`src/rtl/tmr_pkg.sv`:
```
package tmr_pkg;
  typedef enum logic [1:0] {
    MODE_HALT = 2'b00,
    MODE_UP   = 2'b01,
    MODE_FREE = 2'b10,
    MODE_UPDN = 2'b11
  } cntMode_t;

  typedef struct packed {
    logic step;       // counter advances this cycle
    logic toZero;     // next value is zero
    logic countDown;  // next value is count minus one
    logic ovfEvt;     // wrap event for the flag
  } cntStrobe_t;

  localparam int REG_AW = 3;
  localparam logic [REG_AW-1:0] A_CTRL  = 3'd0;
  localparam logic [REG_AW-1:0] A_CNT   = 3'd1;
  localparam logic [REG_AW-1:0] A_PER   = 3'd2;
  localparam logic [REG_AW-1:0] A_C0CTL = 3'd3;
  localparam logic [REG_AW-1:0] A_C1VAL = 3'd4;
  localparam logic [REG_AW-1:0] A_C1CTL = 3'd5;
endpackage

```
`src/rtl/tmr_ctrl.sv`:
```
module tmr_ctrl
  import tmr_pkg::*;
#(
  parameter int CNT_W = 16,
  parameter int PRE_W = 3
) (
  input  logic             clk,
  input  logic             rstN,
  input  logic             clkEn,
  input  logic             clrReq,
  input  logic             cntWr,
  input  cntMode_t         cntMode,
  input  logic [1:0]       divSel,
  input  logic [CNT_W-1:0] cnt,
  input  logic [CNT_W-1:0] period,
  output cntStrobe_t       strobe
);
  logic [PRE_W-1:0] preQ;
  logic [PRE_W-1:0] preMask;
  logic tick;
  logic halted;
  logic downQ;
  logic atTop;

  // low divSel bits of the prescaler must all be ones for a step
  always_comb begin
    preMask = '0;
    for (int b = 0; b < PRE_W; b++) begin
      if (b < int'(divSel)) preMask[b] = 1'b1;
    end
  end

  assign tick   = clkEn && ((preQ & preMask) == preMask);
  assign halted = (cntMode == MODE_HALT) || ((cntMode != MODE_FREE) && (period == '0));
  assign atTop  = (cnt >= period);

  always_ff @(posedge clk) begin
    if (!rstN)       preQ <= '0;
    else if (clrReq) preQ <= '0;
    else if (clkEn)  preQ <= preQ + 1'b1;
  end

  always_comb begin
    strobe = '0;
    if (tick && !halted && !clrReq && !cntWr) begin
      strobe.step = 1'b1;
      unique case (cntMode)
        MODE_UP: begin
          if (atTop) begin
            strobe.toZero = 1'b1;
            strobe.ovfEvt = 1'b1;
          end
        end
        MODE_FREE: strobe.ovfEvt = &cnt;
        MODE_UPDN: begin
          if (downQ) begin
            strobe.countDown = (cnt != '0);
            strobe.ovfEvt    = (cnt == CNT_W'(1));
          end else if (atTop) begin
            strobe.countDown = 1'b1;
            strobe.ovfEvt    = (cnt == CNT_W'(1));
          end
        end
        default: ;
      endcase
    end
  end

  always_ff @(posedge clk) begin
    if (!rstN) downQ <= 1'b0;
    else if (clrReq || cntMode != MODE_UPDN) downQ <= 1'b0;
    else if (strobe.step) begin
      if (!downQ && atTop && cnt > CNT_W'(1)) downQ <= 1'b1;
      else if (downQ && cnt <= CNT_W'(1))     downQ <= 1'b0;
    end
  end
endmodule

```
`src/rtl/tmr_datapath.sv`:
```
module tmr_datapath
  import tmr_pkg::*;
#(
  parameter int CNT_W       = 16,
  parameter int SYNC_STAGES = 2
) (
  input  logic              clk,
  input  logic              rstN,
  input  logic              wrEn,
  input  logic              rdEn,
  input  logic [REG_AW-1:0] regAddr,
  input  logic [CNT_W-1:0]  wrData,
  output logic [CNT_W-1:0]  rdData,
  input  logic [1:0]        capIn,
  input  cntStrobe_t        strobe,
  output cntMode_t          cntMode,
  output logic [1:0]        divSel,
  output logic [CNT_W-1:0]  cnt,
  output logic [CNT_W-1:0]  period,
  output logic              clrReq,
  output logic              cntWr,
  output logic              pwmOut,
  output logic              ovfFlag,
  output logic [1:0]        chFlag
);
  localparam int NCH = 2;

  cntMode_t         modeQ;
  logic [1:0]       divQ;
  logic             ovfQ;
  logic [CNT_W-1:0] cntQ;
  logic [CNT_W-1:0] nextCnt;
  logic             ctrlWr;

  logic [CNT_W-1:0] chVal [NCH];
  logic [CNT_W-1:0] chCtl [NCH];
  logic [NCH-1:0]   matchEv;
  logic [NCH-1:0]   capSel;

  logic [2:0] outModeQ;
  logic       outBitQ;
  logic       outQ;
  logic       outNext;

  assign ctrlWr = wrEn && (regAddr == A_CTRL);
  assign clrReq = ctrlWr && wrData[4];
  assign cntWr  = wrEn && (regAddr == A_CNT);

  always_comb begin
    if (strobe.toZero)         nextCnt = '0;
    else if (strobe.countDown) nextCnt = cntQ - 1'b1;
    else                       nextCnt = cntQ + 1'b1;
  end

  always_ff @(posedge clk) begin
    if (!rstN) begin
      modeQ <= MODE_HALT;
      divQ  <= '0;
      ovfQ  <= 1'b0;
      cntQ  <= '0;
    end else begin
      if (ctrlWr) begin
        modeQ <= cntMode_t'(wrData[1:0]);
        divQ  <= wrData[3:2];
      end
      if (strobe.ovfEvt)  ovfQ <= 1'b1;
      else if (ctrlWr)    ovfQ <= wrData[5];
      if (clrReq)           cntQ <= '0;
      else if (cntWr)       cntQ <= wrData;
      else if (strobe.step) cntQ <= nextCnt;
    end
  end

  for (genvar i = 0; i < NCH; i++) begin : gCh
    localparam logic [REG_AW-1:0] VAL_A = REG_AW'(2 + 2 * i);
    localparam logic [REG_AW-1:0] CTL_A = REG_AW'(3 + 2 * i);

    logic [CNT_W-1:0]     valQ;
    logic                 capQ;
    logic [1:0]           edgeQ;
    logic                 flagQ;
    logic                 covfQ;
    logic                 pendQ;
    logic [SYNC_STAGES:0] syncQ;
    logic                 synced;
    logic                 prevLvl;
    logic                 capEv;
    logic                 valRead;
    logic                 ctlWr;

    assign synced  = syncQ[SYNC_STAGES-1];
    assign prevLvl = syncQ[SYNC_STAGES];
    assign capEv   = capQ && ((edgeQ[0] && synced && !prevLvl) ||
                              (edgeQ[1] && !synced && prevLvl));
    assign valRead = rdEn && (regAddr == VAL_A);
    assign ctlWr   = wrEn && (regAddr == CTL_A);
    assign matchEv[i] = strobe.step && (nextCnt == valQ);

    always_ff @(posedge clk) begin
      if (!rstN) begin
        valQ  <= '0;
        capQ  <= 1'b0;
        edgeQ <= '0;
        flagQ <= 1'b0;
        covfQ <= 1'b0;
        pendQ <= 1'b0;
        syncQ <= '0;
      end else begin
        syncQ <= {syncQ[SYNC_STAGES-1:0], capIn[i]};
        if (capEv)                             valQ <= cntQ;
        else if (wrEn && regAddr == VAL_A)     valQ <= wrData;
        if (ctlWr) begin
          capQ  <= wrData[0];
          edgeQ <= wrData[2:1];
        end
        if (capEv || (!capQ && matchEv[i]))    flagQ <= 1'b1;
        else if (ctlWr)                        flagQ <= wrData[3];
        if (capEv && pendQ && !valRead)        covfQ <= 1'b1;
        else if (ctlWr)                        covfQ <= wrData[4];
        if (capEv)                             pendQ <= 1'b1;
        else if (valRead)                      pendQ <= 1'b0;
      end
    end

    assign chVal[i]  = valQ;
    assign capSel[i] = capQ;
    assign chFlag[i] = flagQ;
    always_comb begin
      chCtl[i]      = '0;
      chCtl[i][0]   = capQ;
      chCtl[i][2:1] = edgeQ;
      chCtl[i][3]   = flagQ;
      chCtl[i][4]   = covfQ;
      chCtl[i][5]   = synced;
    end
  end

  // waveform unit on channel 1: channel action first, period action last
  always_comb begin
    outNext = outQ;
    if (matchEv[1] && !capSel[1]) begin
      unique case (outModeQ)
        3'd1, 3'd3:       outNext = 1'b1;
        3'd2, 3'd4, 3'd6: outNext = ~outQ;
        3'd5, 3'd7:       outNext = 1'b0;
        default: ;
      endcase
    end
    if (matchEv[0]) begin
      unique case (outModeQ)
        3'd2, 3'd3: outNext = 1'b0;
        3'd6, 3'd7: outNext = 1'b1;
        default: ;
      endcase
    end
    if (outModeQ == 3'd0) outNext = outBitQ;
  end

  always_ff @(posedge clk) begin
    if (!rstN) begin
      outModeQ <= '0;
      outBitQ  <= 1'b0;
      outQ     <= 1'b0;
    end else begin
      if (wrEn && regAddr == A_C1CTL) begin
        outModeQ <= wrData[8:6];
        outBitQ  <= wrData[9];
      end
      outQ <= outNext;
    end
  end

  always_comb begin
    rdData = '0;
    unique case (regAddr)
      A_CTRL: begin
        rdData[1:0] = modeQ;
        rdData[3:2] = divQ;
        rdData[5]   = ovfQ;
      end
      A_CNT:   rdData = cntQ;
      A_PER:   rdData = chVal[0];
      A_C0CTL: rdData = chCtl[0];
      A_C1VAL: rdData = chVal[1];
      A_C1CTL: begin
        rdData      = chCtl[1];
        rdData[8:6] = outModeQ;
        rdData[9]   = outBitQ;
      end
      default: rdData = '0;
    endcase
  end

  assign cntMode = modeQ;
  assign divSel  = divQ;
  assign cnt     = cntQ;
  assign period  = chVal[0];
  assign ovfFlag = ovfQ;
  assign pwmOut  = (outModeQ == 3'd0) ? outBitQ : outQ;
endmodule

```
`src/rtl/mode_timer.sv`:
```
module mode_timer
  import tmr_pkg::*;
#(
  parameter int CNT_W = 16
) (
  input  logic              clk,
  input  logic              rstN,
  input  logic              clkEn,
  input  logic              wrEn,
  input  logic              rdEn,
  input  logic [REG_AW-1:0] regAddr,
  input  logic [CNT_W-1:0]  wrData,
  output logic [CNT_W-1:0]  rdData,
  input  logic [1:0]        capIn,
  output logic              pwmOut,
  output logic              ovfFlag,
  output logic [1:0]        chFlag
);
  cntStrobe_t       strobe;
  cntMode_t         cntMode;
  logic [1:0]       divSel;
  logic [CNT_W-1:0] cnt;
  logic [CNT_W-1:0] period;
  logic             clrReq;
  logic             cntWr;

  tmr_ctrl #(.CNT_W(CNT_W), .PRE_W(3)) u_ctrl (
    .clk(clk), .rstN(rstN), .clkEn(clkEn), .clrReq(clrReq), .cntWr(cntWr),
    .cntMode(cntMode), .divSel(divSel), .cnt(cnt), .period(period),
    .strobe(strobe)
  );

  tmr_datapath #(.CNT_W(CNT_W), .SYNC_STAGES(2)) u_dp (
    .clk(clk), .rstN(rstN), .wrEn(wrEn), .rdEn(rdEn), .regAddr(regAddr),
    .wrData(wrData), .rdData(rdData), .capIn(capIn), .strobe(strobe),
    .cntMode(cntMode), .divSel(divSel), .cnt(cnt), .period(period),
    .clrReq(clrReq), .cntWr(cntWr), .pwmOut(pwmOut), .ovfFlag(ovfFlag),
    .chFlag(chFlag)
  );
endmodule

```
`config.mk`:
```
export PLATFORM = sky130hd
export DESIGN_NAME = mode_timer
export DESIGN_NICKNAME = d
export VERILOG_FILES = /design/src/rtl/tmr_pkg.sv /design/src/rtl/tmr_ctrl.sv /design/src/rtl/tmr_datapath.sv /design/src/rtl/mode_timer.sv
export SDC_FILE = /design/constraint.sdc
export NUM_CORES = 1
export LEC_CHECK = 0
export ABC_CLOCK_PERIOD_IN_PS = 6300
export CORE_UTILIZATION = 55
export CTS_BUF_LIST = sky130_fd_sc_hd__clkbuf_16
export DETAILED_ROUTE_END_ITERATION = 10
export PLACE_DENSITY = 0.77
export SYNTH_ARGS = -nofsm -noshare
export SYNTH_HDL_FRONTEND = slang
export SYNTH_SLANG_ARGS = --single-unit
```
`constraint.sdc`:
```
create_clock -name clk -period 6.3 [get_ports clk]
set_input_delay 0.945 -clock clk [delete_from_list [all_inputs] [get_ports clk]]
set_output_delay 0.945 -clock clk [all_outputs]
set_load 0.02 [all_outputs]
```
# Word-level counts from Yosys, hierarchy flattened
# Index checks and enable logic that the tools add are counted.
# totals
in_bits	26
register_bits	80
wordCells	178
# classes
n_eq_ne	21
muxes	44
order_cmp	6
add_sub_neg	3
n_reduce_logical	78
bitwise_logic	3
# op_table
operator	n
$mux W16	8
$pmux W10 S4	1
$logic_and A1 B1 Y1	35
$eq A16 B16 Y1	2
$mux W1	26
$pmux W4 S6	1
$reduce_bool A2 Y1	11
$eq A3 B3 Y1 const B	6
$add A16 B1 Y16 const B	1
$eq A16 B1 Y1 const B	1
$ge A16 B16 Y1	1
$gt A16 B1 Y1 const B	1
$le A16 B1 Y1 const B	1
$logic_not A16 Y1	1
$reduce_and A16 Y1	1
$reduce_bool A16 Y1	1
$sub A16 B1 Y16 const B	1
$eq A3 B2 Y1 const B	4
$logic_not A1 Y1	12
$reduce_or A2 Y1	6
$eq A3 B1 Y1 const B	2
$logic_not A3 Y1	2
$logic_or A1 B1 Y1	6
$pmux W1 S3	2
other kinds (17)	22

# Longest topological paths before layout
# logic_depth
ltp_word	18
ltp_mapped	16
depth_no_buf	14

# Modules after synthesis
# Synthesis repeated with hierarchy kept, for this count alone.
# hier_totals
hier_cells	803
area_unflattened_um2	6404.9
# modules_own_cells
module	n_inst	area_per_inst_um2	seq_area_each_um2	cells_per_inst
tmr_datapath	1	5634.2	1521.5	699
tmr_ctrl	1	770.7	80.1	104

# Worst setup path before layout
# Ideal clock, no wire load.
# synth_path
kind	flip-flop to flip-flop
startpoint	register u_dp.cntQ[0], in the netlist u_dp.cnt[0]
endpoint	register u_dp.outQ
setup_time_ps	115
synth_period_minus_slack_ps	4040
path_slack_ps	2260
path_stages_with_launch	16
arrival_time_ps	3926
path_buffers	1
path_cell_list	dfxtp_1 > clkbuf_1 > inv_1 > ha_1 > a31oi_1 > nor2b_1 > o311ai_0 > nand3_1 > o21ai_2 > mux2_2 > a22o_1 > a2111o_1 > a2111oi_4 > nand3_2 > o41ai_2 > o21ba_1
# synth_via
elab_chain_len	14
word_cells_on_any_way	21
# synth_lines
item	line_no	source
start: declaration	tmr_datapath.sv:31	logic [CNT_W-1:0] cntQ;
start signal: assignment	tmr_datapath.sv:69	else if (cntWr) cntQ <= wrData;
start signal: assignment	tmr_datapath.sv:70	else if (strobe.step) cntQ <= nextCnt;
$ge A16 B16 Y1	tmr_ctrl.sv:35	assign atTop = (cnt >= period);
$mux W2	tmr_ctrl.sv:59	end else if (atTop) begin
$mux W2	tmr_ctrl.sv:56	if (downQ) begin
$mux W1	tmr_ctrl.sv:47	unique case (cntMode)
$mux W4	tmr_ctrl.sv:45	if (tick && !halted && !clrReq && !cntWr) begin
$mux W16	tmr_datapath.sv:51	else if (strobe.countDown) nextCnt = cntQ - 1'b1;
$mux W16 *	tmr_datapath.sv:50	if (strobe.toZero) nextCnt = '0;
$eq A16 B16 Y1	tmr_datapath.sv:97	assign matchEv[i] = strobe.step && (nextCnt == valQ);
$logic_and A1 B1 Y1	tmr_datapath.sv:97	
$logic_and A1 B1 Y1	tmr_datapath.sv:141	if (matchEv[1] && !capSel[1]) begin
$mux W1	tmr_datapath.sv:141	
$pmux W1 S2	tmr_datapath.sv:150	unique case (outModeQ)
$mux W1 *	tmr_datapath.sv:149	if (matchEv[0]) begin
$mux W1 *	tmr_datapath.sv:156	if (outModeQ == 3'd0) outNext = outBitQ;
end signal: assignment	tmr_datapath.sv:169	outQ <= outNext;
end: declaration	tmr_datapath.sv:42	logic outQ;
# Mark *: on every way between the ends. The rest lies on a longest branch, timed or not.
# A chain may end at the register's enable or synchronous reset.

# Final worst setup path
# layout_path
startpoint	register u_dp.cntQ[1], in the netlist u_dp.cnt[1]
endpoint	register u_dp.outQ
# Same word-level chain as after synthesis.

==> flow_summary_export.csv <==
group,metric,value,unit
outcome,status,"completed",
min_path,whs_path_depth,1,
logic_synthesis,yosysWarnings,0,
detailed_routing,drtAntennaViolNets,0,
setup_path,cp_cell_sequence,"ha_1 > nor2b_1 > o211a_1 > o311ai_0 > nand3_1 > o21ai_2 > mux2i_1 > nor2_1 > a2111o_1 > a2111oi_4 > nand3_2 > o41ai_2 > o21ba_1",
logic_synthesis,ys_top_cells_by_count,"109 x nand2_1, 80 x dfxtp_1, 75 x nor2_1",
layout,postLayoutCoreUtil,0.6434,
floorplanning,dieArea,11750,um^2
clock_network,cts-hold-fix-buffers,0,
global_route,use_met2,0.6456,
layout,layout-drive-gt1-share,0.07213,
logic_synthesis,synthFlopType,"dfxtp_1",
setup_path,crit_fanout,19,
clock_network,clock_path_buffers,2,
setup_path,crit_slowest_cell,"o21ai_2",
timing,fin_crit,5300,ps
detailed_routing,viasPerCell,6.981,
min_path,hp-start,"u_dp.gCh[1].syncQ[0]",
timing,fmax,188.7,MHz
logic_synthesis,synthArstFlopShare,0,
logic_synthesis,synth.most_common_cell,"nand2_1",
global_route,grt_max_degree,62,
logic_synthesis,ys_types,75,
logic_synthesis,synth_edf_count,0,
floorplanning,io_pins,46,
setup_path,end_kind,"register",
setup_path,ff2ff_path_depth,13,
clock_network,root_buffer,"clkbuf_16",
floorplanning,fp.dieH,108.4,um
clock_network,cts_sinks,80,
clock_network,cts_tree,"built",
setup_path,reg2reg_slack,1000,ps
timing,finClkSkew,5.942,ps
setup_path,start_kind,"register",
timing,worst_slew_pin_slew,1298,ps
clock_network,clock_latency,350,ps
layout,area_growth,13.03,%
logic_synthesis,synth_area_per_cell,7.810,um^2
flow_run,cap_violations,0,
setup_path,r2r_end,"u_dp.outQ",
floorplanning,rows,38,
logic_synthesis,yosys-top-cells-area,"dfxtp_1 26%, mux2i_1 7.7%, nand2_1 6.6%",
logic_synthesis,yosys.area.top_type,"dfxtp_1",
clock_network,numCtsBuffers,9,
layout,final_nets,862,
logic_synthesis,syn_inst,797,
logic_synthesis,syn_nets,846,
setup_path,arrival,5550,ps
clock_network,clk_pin_slew,60,ps
logic_synthesis,yosysSeqAreaShare,0.2573,
global_route,busiest_layer,"met2",
floorplanning,die_w,108.4,um
logic_synthesis,synth-seq-cells,80,
detailed_routing,num_vias,6688,
placed_design,hpwl,18210,um
logic_synthesis,synth_area,6225,um^2
global_route,grt_use_met1,0.5446,
placed_design,port_buffers,45,
timing,hold_viol_final,0,
timing,fin_crit_sh,0.8413,
setup_path,required,6550,ps
timing,rsz0062_at_grt,"no",
logic_synthesis,synth_top_area_frac,0.2573,
min_path,hold_path_class,"register to register",
detailed_routing,finalWirelength,24840,um
setup_path,reg2reg_from,"u_dp.cnt[1]",
global_route,grtUsageMet3,0.1320,
global_route,grt.total_usage,0.4276,
power_and_ir_drop,p_leak,2.919,nW
floorplanning,start_util,0.5692,
clock_network,cts_setup_buffers,0,
timing,hold_slack,434.5,ps
detailed_routing,drt_iter0_markers,950,
min_path,hold_end,"u_dp.gCh[1].syncQ[1]",
setup_path,cpPeakStageDelay,820,ps
global_route,grt_antenna_before_repair,0,
layout,nFillCells,892,
timing,fin_setup_tns,0,ps
power_and_ir_drop,power_density,183.4,nW/um^2
floorplanning,coreArea,10940,um^2
power_and_ir_drop,power.total,1.290,mW
clock_network,post_cts_resized,0,
layout,num_antenna_cells,0,
setup_path,critPathKind,"register to register",
timing,slew_headroom,0.1327,
detailed_routing,firstDrtPassIters,6,
power_and_ir_drop,peakVddDrop,226.4,uV
detailed_routing,drc_errors,0,
global_route,grt_overflow,0,
clock_network,htreeDepth,3,
timing,setup_viol,0,
placed_design,gp_congestion,1.015,
timing,finalMaxSlewViolations,0,
detailed_routing,wl_per_cell,25.93,um
global_route,grt_pass1_vias,6211,
global_route,grt_pass1_wl,36530,um
==> cell families after synthesis <==
group                      after synthesis  synth area share
AOI/OAI and AO/OA                      218            0.2754
adders and majority gates               23           0.04623
buffers and inverters                   94           0.06372
DFF                                     80            0.2573
xor gates and xnor gates                24           0.03377
muxes                                   52           0.08442
and+or+nand+nor                        306            0.2392
==> state kept, by name, summed over array words and instances (netlist names) <==
name	cells
u_ctrl.preQ	3
u_dp.outBitQ	1
u_dp.gCh.flagQ	2
u_dp.gCh.syncQ	6
u_ctrl.downQ	1
u_dp.gCh.valQ	16
u_dp.divSel	2
u_dp.gCh.capQ	2
u_dp.cnt	16
u_dp.ovfFlag	1
u_dp.outQ	1
u_dp.cntMode	2
u_dp.gCh.covfQ	2
u_dp.gCh.pendQ	2
u_dp.period	16
u_dp.outModeQ	3
u_dp.gCh.edgeQ	4
==> critical path: cells and delay by family, from the launching register on <==
family / cells / cell delay (ps)
multiplexers: 1 / 630
flip-flops: 1 / 720
AO/OA/AOI/OAI: 7 / 2710
adder cells (fa/ha/maj): 1 / 360
AND/OR/NAND/NOR: 4 / 760
==> area by class of cell <==
class                   count  area, um^2  share of cell area
clock buffers               9       225.2             0.03201
inverters                  32       120.1             0.01707
repair buffers             67       610.6             0.08679
well taps                 140       175.2             0.02490
flip-flops and latches     80        1602              0.2276
multi-input cells         623        4232              0.6015
clock inverters             7       71.32             0.01014
==> metal layers <==
layer  vias up  share of wire  routed length [um]
li1       2957              -                   -
met1      3136           0.39                9757
met2       481           0.43               10730
met3       114           0.12                3066
met4         0          0.052                1286
met5         -              0                   0
==> worst max path at each step <==
stage	from	endpoint	slack (ps)
after floorplan	u_dp.cnt[0]	u_dp.outQ	2260
after global placement	regAddr[1]	u_dp.outQ	820
after detailed placement	regAddr[1]	u_dp.outQ	760
after CTS	regAddr[1]	u_dp.outQ	1120
after global routing	regAddr[1]	u_dp.outQ	770
final	u_dp.cnt[1]	u_dp.outQ	1000
==> per-stage QoR <==
stage               setup WS [ps]  cell area (um^2)  instances
floorplan                    2260              6225        797
global placement            823.9              6739        942
detailed placement          764.7              6739        942
CTS                          1119              7036        958
global route                774.2              7036        958
finish                      999.5              7036        958
==> power breakdown <==
group / switching (mW) / internal [mW]
logic: 0.135 / 0.0847
registers: 0.0195 / 0.518
clock network: 0.225 / 0.308
total: 0.380 / 0.910
==> placed cells by master, fill, tap and decap left out, drive strengths merged, types with 6 or more instances in the layout <==
master,count
nor4,12
o211ai,22
clkdlybuf4s50,44
or3,8
a222oi,8
a221oi,11
dfxtp,80
xnor2,13
nor2,75
a21oi,27
o21ai,30
and2,13
nor3,14
xor2,11
and3,6
a21boi,12
nor2b,18
ha,23
or4,6
nand2,109
a22oi,14
o22ai,8
mux2i,48
nand3,21
inv,35
buf,23
nand4,7
o211a,33
clkbuf,9
Power figures use the tool's default switching activity.
